## src/rtl/rtc_cal_pkg.sv

```systemverilog
package rtc_cal_pkg;
  localparam int STAT_ADDR  = 'h00;
  localparam int BUSY_BIT   = 6;
  localparam int SLOT_BASE  = 'h0A;
  localparam int NUM_FIELDS = 7;
  localparam int TRIG_ADDR  = 'h3C;

  typedef struct packed {
    logic [6:0] yr;
    logic [3:0] mon;
    logic [2:0] dow;
    logic [4:0] dom;
    logic [4:0] hr;
    logic [5:0] mn;
    logic [5:0] sc;
  } calTime_t;

  typedef struct packed {
    logic commit;
    logic advance;
  } calStrobe_t;

  localparam calTime_t CAL_RESET = '{yr: 7'd0, mon: 4'd1, dow: 3'd0, dom: 5'd1,
                                     hr: 5'd0, mn: 6'd0, sc: 6'd0};

  function automatic logic [4:0] monthLength(input logic [3:0] mon, input logic [6:0] yr);
    logic [4:0] len;
    case (mon)
      4'd2:                      len = (yr[1:0] == 2'b00) ? 5'd29 : 5'd28;
      4'd4, 4'd6, 4'd9, 4'd11:   len = 5'd30;
      default:                   len = 5'd31;
    endcase
    return len;
  endfunction
endpackage

```

## src/rtl/rtc_cal_ctrl.sv

```systemverilog
module rtc_cal_ctrl
  import rtc_cal_pkg::*;
#(
  parameter int ADDR_W      = 7,
  parameter int BUSY_CYCLES = 4
) (
  input  logic              clk,
  input  logic              rstN,
  input  logic              secTick,
  input  logic              busWe,
  input  logic [ADDR_W-1:0] busAddr,
  input  logic [15:0]       busWdata,
  output logic              busy,
  output calStrobe_t        strb
);
  localparam int CNT_W = $clog2(BUSY_CYCLES + 1);

  logic [CNT_W-1:0] busyCnt;
  logic             trigHit;

  assign trigHit = busWe && (busAddr == ADDR_W'(TRIG_ADDR)) && (busWdata == 16'd1);
  assign busy    = (busyCnt != '0);

  always_ff @(posedge clk or negedge rstN) begin
    if (!rstN) begin
      busyCnt <= '0;
    end else if (!busy && trigHit) begin
      busyCnt <= CNT_W'(BUSY_CYCLES);
    end else if (busy) begin
      busyCnt <= busyCnt - CNT_W'(1);
    end
  end

  always_comb begin
    strb.commit  = (busyCnt == CNT_W'(1));
    strb.advance = secTick && !strb.commit;
  end

  // a trigger during busy does not reload the countdown
  a_r9_no_retrigger: assert property (@(posedge clk) disable iff (!rstN)
    busy && trigHit |=> busyCnt == $past(busyCnt) - CNT_W'(1));

  // busy drops right after the load cycle
  a_r7_busy_ends: assert property (@(posedge clk) disable iff (!rstN)
    strb.commit |=> !busy);

  // the load cycle never advances the counters
  a_r8_tick_dropped: assert property (@(posedge clk) disable iff (!rstN)
    strb.commit |-> !strb.advance);
endmodule

```

## src/rtl/rtc_cal_dp.sv

```systemverilog
module rtc_cal_dp
  import rtc_cal_pkg::*;
#(
  parameter int ADDR_W = 7
) (
  input  logic              clk,
  input  logic              rstN,
  input  calStrobe_t        strb,
  input  logic              busy,
  input  logic              busWe,
  input  logic [ADDR_W-1:0] busAddr,
  input  logic [15:0]       busWdata,
  output logic [15:0]       busRdata
);
  localparam int SLOT_END = SLOT_BASE + 2 * NUM_FIELDS;

  calTime_t   live, stage, nextTime;
  logic       slotHit;
  logic [2:0] slotIdx;
  logic [ADDR_W-1:0] slotOff;

  assign slotOff = busAddr - ADDR_W'(SLOT_BASE);
  assign slotHit = (busAddr >= ADDR_W'(SLOT_BASE)) && (busAddr < ADDR_W'(SLOT_END)) && !busAddr[0];
  assign slotIdx = slotOff[3:1];

  // one-second carry chain
  always_comb begin
    nextTime = live;
    if (live.sc != 6'd59) begin
      nextTime.sc = live.sc + 6'd1;
    end else begin
      nextTime.sc = '0;
      if (live.mn != 6'd59) begin
        nextTime.mn = live.mn + 6'd1;
      end else begin
        nextTime.mn = '0;
        if (live.hr != 5'd23) begin
          nextTime.hr = live.hr + 5'd1;
        end else begin
          nextTime.hr  = '0;
          nextTime.dow = (live.dow == 3'd6) ? 3'd0 : live.dow + 3'd1;
          if (live.dom != monthLength(live.mon, live.yr)) begin
            nextTime.dom = live.dom + 5'd1;
          end else begin
            nextTime.dom = 5'd1;
            if (live.mon != 4'd12) begin
              nextTime.mon = live.mon + 4'd1;
            end else begin
              nextTime.mon = 4'd1;
              nextTime.yr  = live.yr + 7'd1;
            end
          end
        end
      end
    end
  end

  always_ff @(posedge clk or negedge rstN) begin
    if (!rstN) begin
      stage <= CAL_RESET;
    end else if (busWe && slotHit) begin
      case (slotIdx)
        3'd0:    stage.sc  <= busWdata[5:0];
        3'd1:    stage.mn  <= busWdata[5:0];
        3'd2:    stage.hr  <= busWdata[4:0];
        3'd3:    stage.dom <= busWdata[4:0];
        3'd4:    stage.dow <= busWdata[2:0];
        3'd5:    stage.mon <= busWdata[3:0];
        default: stage.yr  <= busWdata[6:0];
      endcase
    end
  end

  always_ff @(posedge clk or negedge rstN) begin
    if (!rstN)             live <= CAL_RESET;
    else if (strb.commit)  live <= stage;
    else if (strb.advance) live <= nextTime;
  end

  always_comb begin
    busRdata = '0;
    if (busAddr == ADDR_W'(STAT_ADDR)) begin
      busRdata[BUSY_BIT] = busy;
    end else if (slotHit) begin
      case (slotIdx)
        3'd0:    busRdata = 16'(live.sc);
        3'd1:    busRdata = 16'(live.mn);
        3'd2:    busRdata = 16'(live.hr);
        3'd3:    busRdata = 16'(live.dom);
        3'd4:    busRdata = 16'(live.dow);
        3'd5:    busRdata = 16'(live.mon);
        default: busRdata = 16'(live.yr);
      endcase
    end
  end

  // without load or tick the live time holds
  a_r6_live_holds: assert property (@(posedge clk) disable iff (!rstN)
    !strb.commit && !strb.advance |=> $stable(live));

  // load takes exactly the staged value
  a_r7_commit_loads: assert property (@(posedge clk) disable iff (!rstN)
    strb.commit |=> live == $past(stage));

  // an advance with seconds below 59 changes only the seconds
  a_r2_sec_step: assert property (@(posedge clk) disable iff (!rstN)
    strb.advance && live.sc < 6'd59 |=> live.sc == $past(live.sc) + 6'd1 && live.mn == $past(live.mn));

  // day of week steps on a day carry
  a_r5_dow_step: assert property (@(posedge clk) disable iff (!rstN)
    strb.advance && live.sc == 6'd59 && live.mn == 6'd59 && live.hr == 5'd23 && live.dow < 3'd6
    |=> live.dow == $past(live.dow) + 3'd1);
endmodule

```

## src/rtl/rtc_shadow_cal.sv

```systemverilog
module rtc_shadow_cal
  import rtc_cal_pkg::*;
#(
  parameter int ADDR_W      = 7,
  parameter int BUSY_CYCLES = 4
) (
  input  logic              clk,
  input  logic              rstN,
  input  logic              secTick,
  input  logic              busWe,
  input  logic [ADDR_W-1:0] busAddr,
  input  logic [15:0]       busWdata,
  output logic [15:0]       busRdata
);
  calStrobe_t strb;
  logic       busy;

  rtc_cal_ctrl #(.ADDR_W(ADDR_W), .BUSY_CYCLES(BUSY_CYCLES)) u_ctrl (
    .clk(clk), .rstN(rstN), .secTick(secTick), .busWe(busWe),
    .busAddr(busAddr), .busWdata(busWdata), .busy(busy), .strb(strb)
  );

  rtc_cal_dp #(.ADDR_W(ADDR_W)) u_dp (
    .clk(clk), .rstN(rstN), .strb(strb), .busy(busy), .busWe(busWe),
    .busAddr(busAddr), .busWdata(busWdata), .busRdata(busRdata)
  );
endmodule

```

## config.mk

```make
export PLATFORM = sky130hd
export DESIGN_NAME = rtc_shadow_cal
export DESIGN_NICKNAME = d
export VERILOG_FILES = /design/src/rtl/rtc_cal_pkg.sv /design/src/rtl/rtc_cal_ctrl.sv /design/src/rtl/rtc_cal_dp.sv /design/src/rtl/rtc_shadow_cal.sv
export SDC_FILE = /design/constraint.sdc
export NUM_CORES = 1
export LEC_CHECK = 0
export BUFFER_PORTS_ARGS = -buffer_cell sky130_fd_sc_hd__buf_2
export CAP_MARGIN = 20
export CORE_ASPECT_RATIO = 0.6
export CORE_MARGIN = 2
export CORE_UTILIZATION = 47
export DETAILED_ROUTE_END_ITERATION = 10
export PLACE_DENSITY = 0.63
export SETUP_SLACK_MARGIN = 0.1
export SYNTH_ARGS = -nofsm -noshare
export SYNTH_HDL_FRONTEND = slang
export SYNTH_SLANG_ARGS = --single-unit
```

## constraint.sdc

```tcl
create_clock -name clk -period 3.2 [get_ports clk]
set_input_delay 0.16 -clock clk [delete_from_list [all_inputs] [get_ports clk]]
set_output_delay 0.16 -clock clk [all_outputs]
set_load 0.05 [all_outputs]
```

==> impl_metrics.toml <==
[job]
maxCapViolations = 0

[yosys]
yosysWarnings = 0
seq_area_frac_synth_pct = 43.64
avgSynthCellArea_um2 = 9.689
ys_async_sr_fraction_pct = 100.0
synthFlopType = "dfrtp_1"
ys_ff_latch = 75
synth_largest_area_cell = "dfrtp_1"
synth_area_mm2 = 0.004312
synth.area.top_cells = "dfrtp_1, mux2_2, ha_1, nor2_1, a21oi_1"
synth_top_area_share_pct = 41.21
ys_types = 62
synth_edf_count = 0
synth_most_common_cell = "dfrtp_1"
synth_top_cells_by_count = "dfrtp_1, mux2_2, nor2_1, nand2_1, a21oi_1"
synth_cells = 445

[timing]
holdWs_ns = -0.06721
finalCritPeriodShare_pct = 83.89
fin_worst_skew_ns = 0.003882
hold_viol_final = 33
fmaxAchievable_mhz = 372.5
rsz0062_at_grt = "no"
max_slew_margin_pct = 36.42
worst_slew_pin_slew_ns = 0.9537
report.final.setup_viol = 0
finalSetupTns_ns = 0
finalWorstSetupSlack_ns = 0.5156
slew_violations = 0
min_period_ns = 2.684

[clock_tree]
cts_resized = 0
ctsHoldBuffers = 0
cts_tree = "done"
root_buffer = "clkbuf_16"
clockBufferDepth = 2
clock_latency_ns = 0.34
htreeDepth = 3
cts_setup_buffers = 0
path_clk_slew_ns = 0.06
cts.sink_count = 75
numCtsBuffers = 9

[setup_path]
required_ns = 3.46
r2r_slack_ns = 0.52
critPathKind = "register to register"
arrival_ns = 2.94
startpoint_type = "register"
end_kind = "register"
r2r_cells = 8
path_max_fanout = 10

[floorplan]
dieWidth_um = 127.7
start_util_pct = 47.62
die_h_um = 78.19
rows = 27
core-area_mm2 = 0.009054
io-pin-count = 43
dieArea_mm2 = 0.009981

[placed_design]
dpl.hpwl_um = 8279
place_congestion = 0.9336
dp_cells = 579
io_buffers = 33
pre_cts_ws_ns = 0.5387

[power]
swShare_pct = 39.26
p_leak_nw = 2.136
ir_drop_v = 0.0004158
switchingPower_mw = 1.452
combPwrFrac_pct = 31.2
powerDensity_mw_per_mm2 = 764.6
internal_power_mw = 2.246
p_seq_share_pct = 43.9
p_clk_share_pct = 24.9

[route]
drtIter0Drc = 316
routed_wl_um = 11620
drc = 0
antenna_left = 0
wl_per_cell_um = 19.50
drtPass1Iterations = 5
viasPerCell = 6.084
vias = 3626

[grt]
antenna_found_initial = 0
overflow = 0
grt_max_degree = 76
grt_pass1_wl_um = 18730
grt_usage_pct = 24.93
grt_pass1_vias = 3434

[final_layout]
antenna_cells = 0
stdcell_count = 596
drive_gt1_share_pct = 22.50
syn_to_final_growth_pct = 12.16
fin_util_pct = 53.41
nets = 516

[status]
violations = "negative hold slack"
status = "finished with violations"

[hold_path]
hold_path_class = "input port to async pin"
final cells by class:
| type | instances | area, µm² |
|---|---|---|
| Inverter | 11 | 41.29 |
| Clock buffer | 9 | 225.2 |
| Clock inverter | 7 | 43.79 |
| Timing Repair Buffer | 39 | 232.7 |
| Tap cell | 116 | 145.1 |
| Sequential cell | 75 | 1882 |
| Multi-Input combinational cell | 339 | 2266 |
| Fill cell | 833 | 4218 |
logic make-up after synthesis:
group / share of synthesized area, %
other: 0.08697
muxes: 11.84
buffers and inverters: 4.556
xor gates and xnor gates: 1.016
and+or+nand+nor: 18.69
DFF: 43.64
AOI/OAI and AO/OA: 16.11
adders and majority gates: 4.063
final timing paths:
path | startpoint | end
max | u_dp.live[25] | u_dp.live[33]
min | rstN | u_dp.stage[5]
max reg2reg | u_dp.live[25] | u_dp.live[33]
min reg2reg | u_dp.stage[25] | u_dp.live[25]
max in group asynchronous | rstN | u_dp.stage[28]
min in group clk | busWdata[6] | u_dp.stage[35]
critical path, cell delays in order, from the launching register on:
cell and delay, ns:
dfstp_2 0.59, inv_1 0.09, ha_1 0.23, o21ai_0 0.18
o22ai_1 0.12, or2_1 0.32, a21o_1 0.34, or4_1 0.54
a31oi_1 0.18
placed cells by master (no fill, tap or decap), types with 12 or more instances in the layout:
cell type and n:
dfrtp_1 71, mux2_2 40, nor2_1 38, nand2_1 36, buf_2 32, a21oi_1 27, o21ai_0 23, nand3_1 23
ha_1 14, nor3_1 12
state kept, by name, indices dropped and copies added, names as in the netlist:
name and cells:
u_ctrl.busyCnt 3, u_dp.stage 36, u_dp.live 36
power by group through the flow:
| stage | Combinational (mW) | Clock [mW] | Sequential, mW |
|---|---|---|---|
| 3_5_place_dp | 1.11 | 0 | 1.62 |
| 3_3_place_gp | 1.08 | 0 | 1.61 |
| 2_1_floorplan | 0.914 | 0 | 1.46 |
| 6_report | 1.15 | 0.921 | 1.62 |
| 4_1_cts | 1.12 | 0.938 | 1.61 |
| 5_1_grt | 1.29 | 0.975 | 1.66 |
stage by stage:
| stage | hold slack (ns) | area, µm² | total power, mW |
|---|---|---|---|
| after floorplan | -0.1356 | 4342 | 2.379 |
| after global routing | 0.05588 | 4836 | 3.935 |
| after CTS | 0.006332 | 4808 | 3.664 |
| after global placement | 0.3751 | 4539 | 2.694 |
| after detailed placement | 0.3660 | 4539 | 2.735 |
| final | -0.06721 | 4836 | 3.698 |
routing by layer:
metal	track usage [%]	vias to the layer above	share of wire, %
met1	38.77	1747	49
met3	8.180	17	11
met5	0	-	0
li1	-	1682	-
met4	6.923	0	1.6
met2	32.41	180	38
No activity file was read; power rests on OpenSTA's default activity.
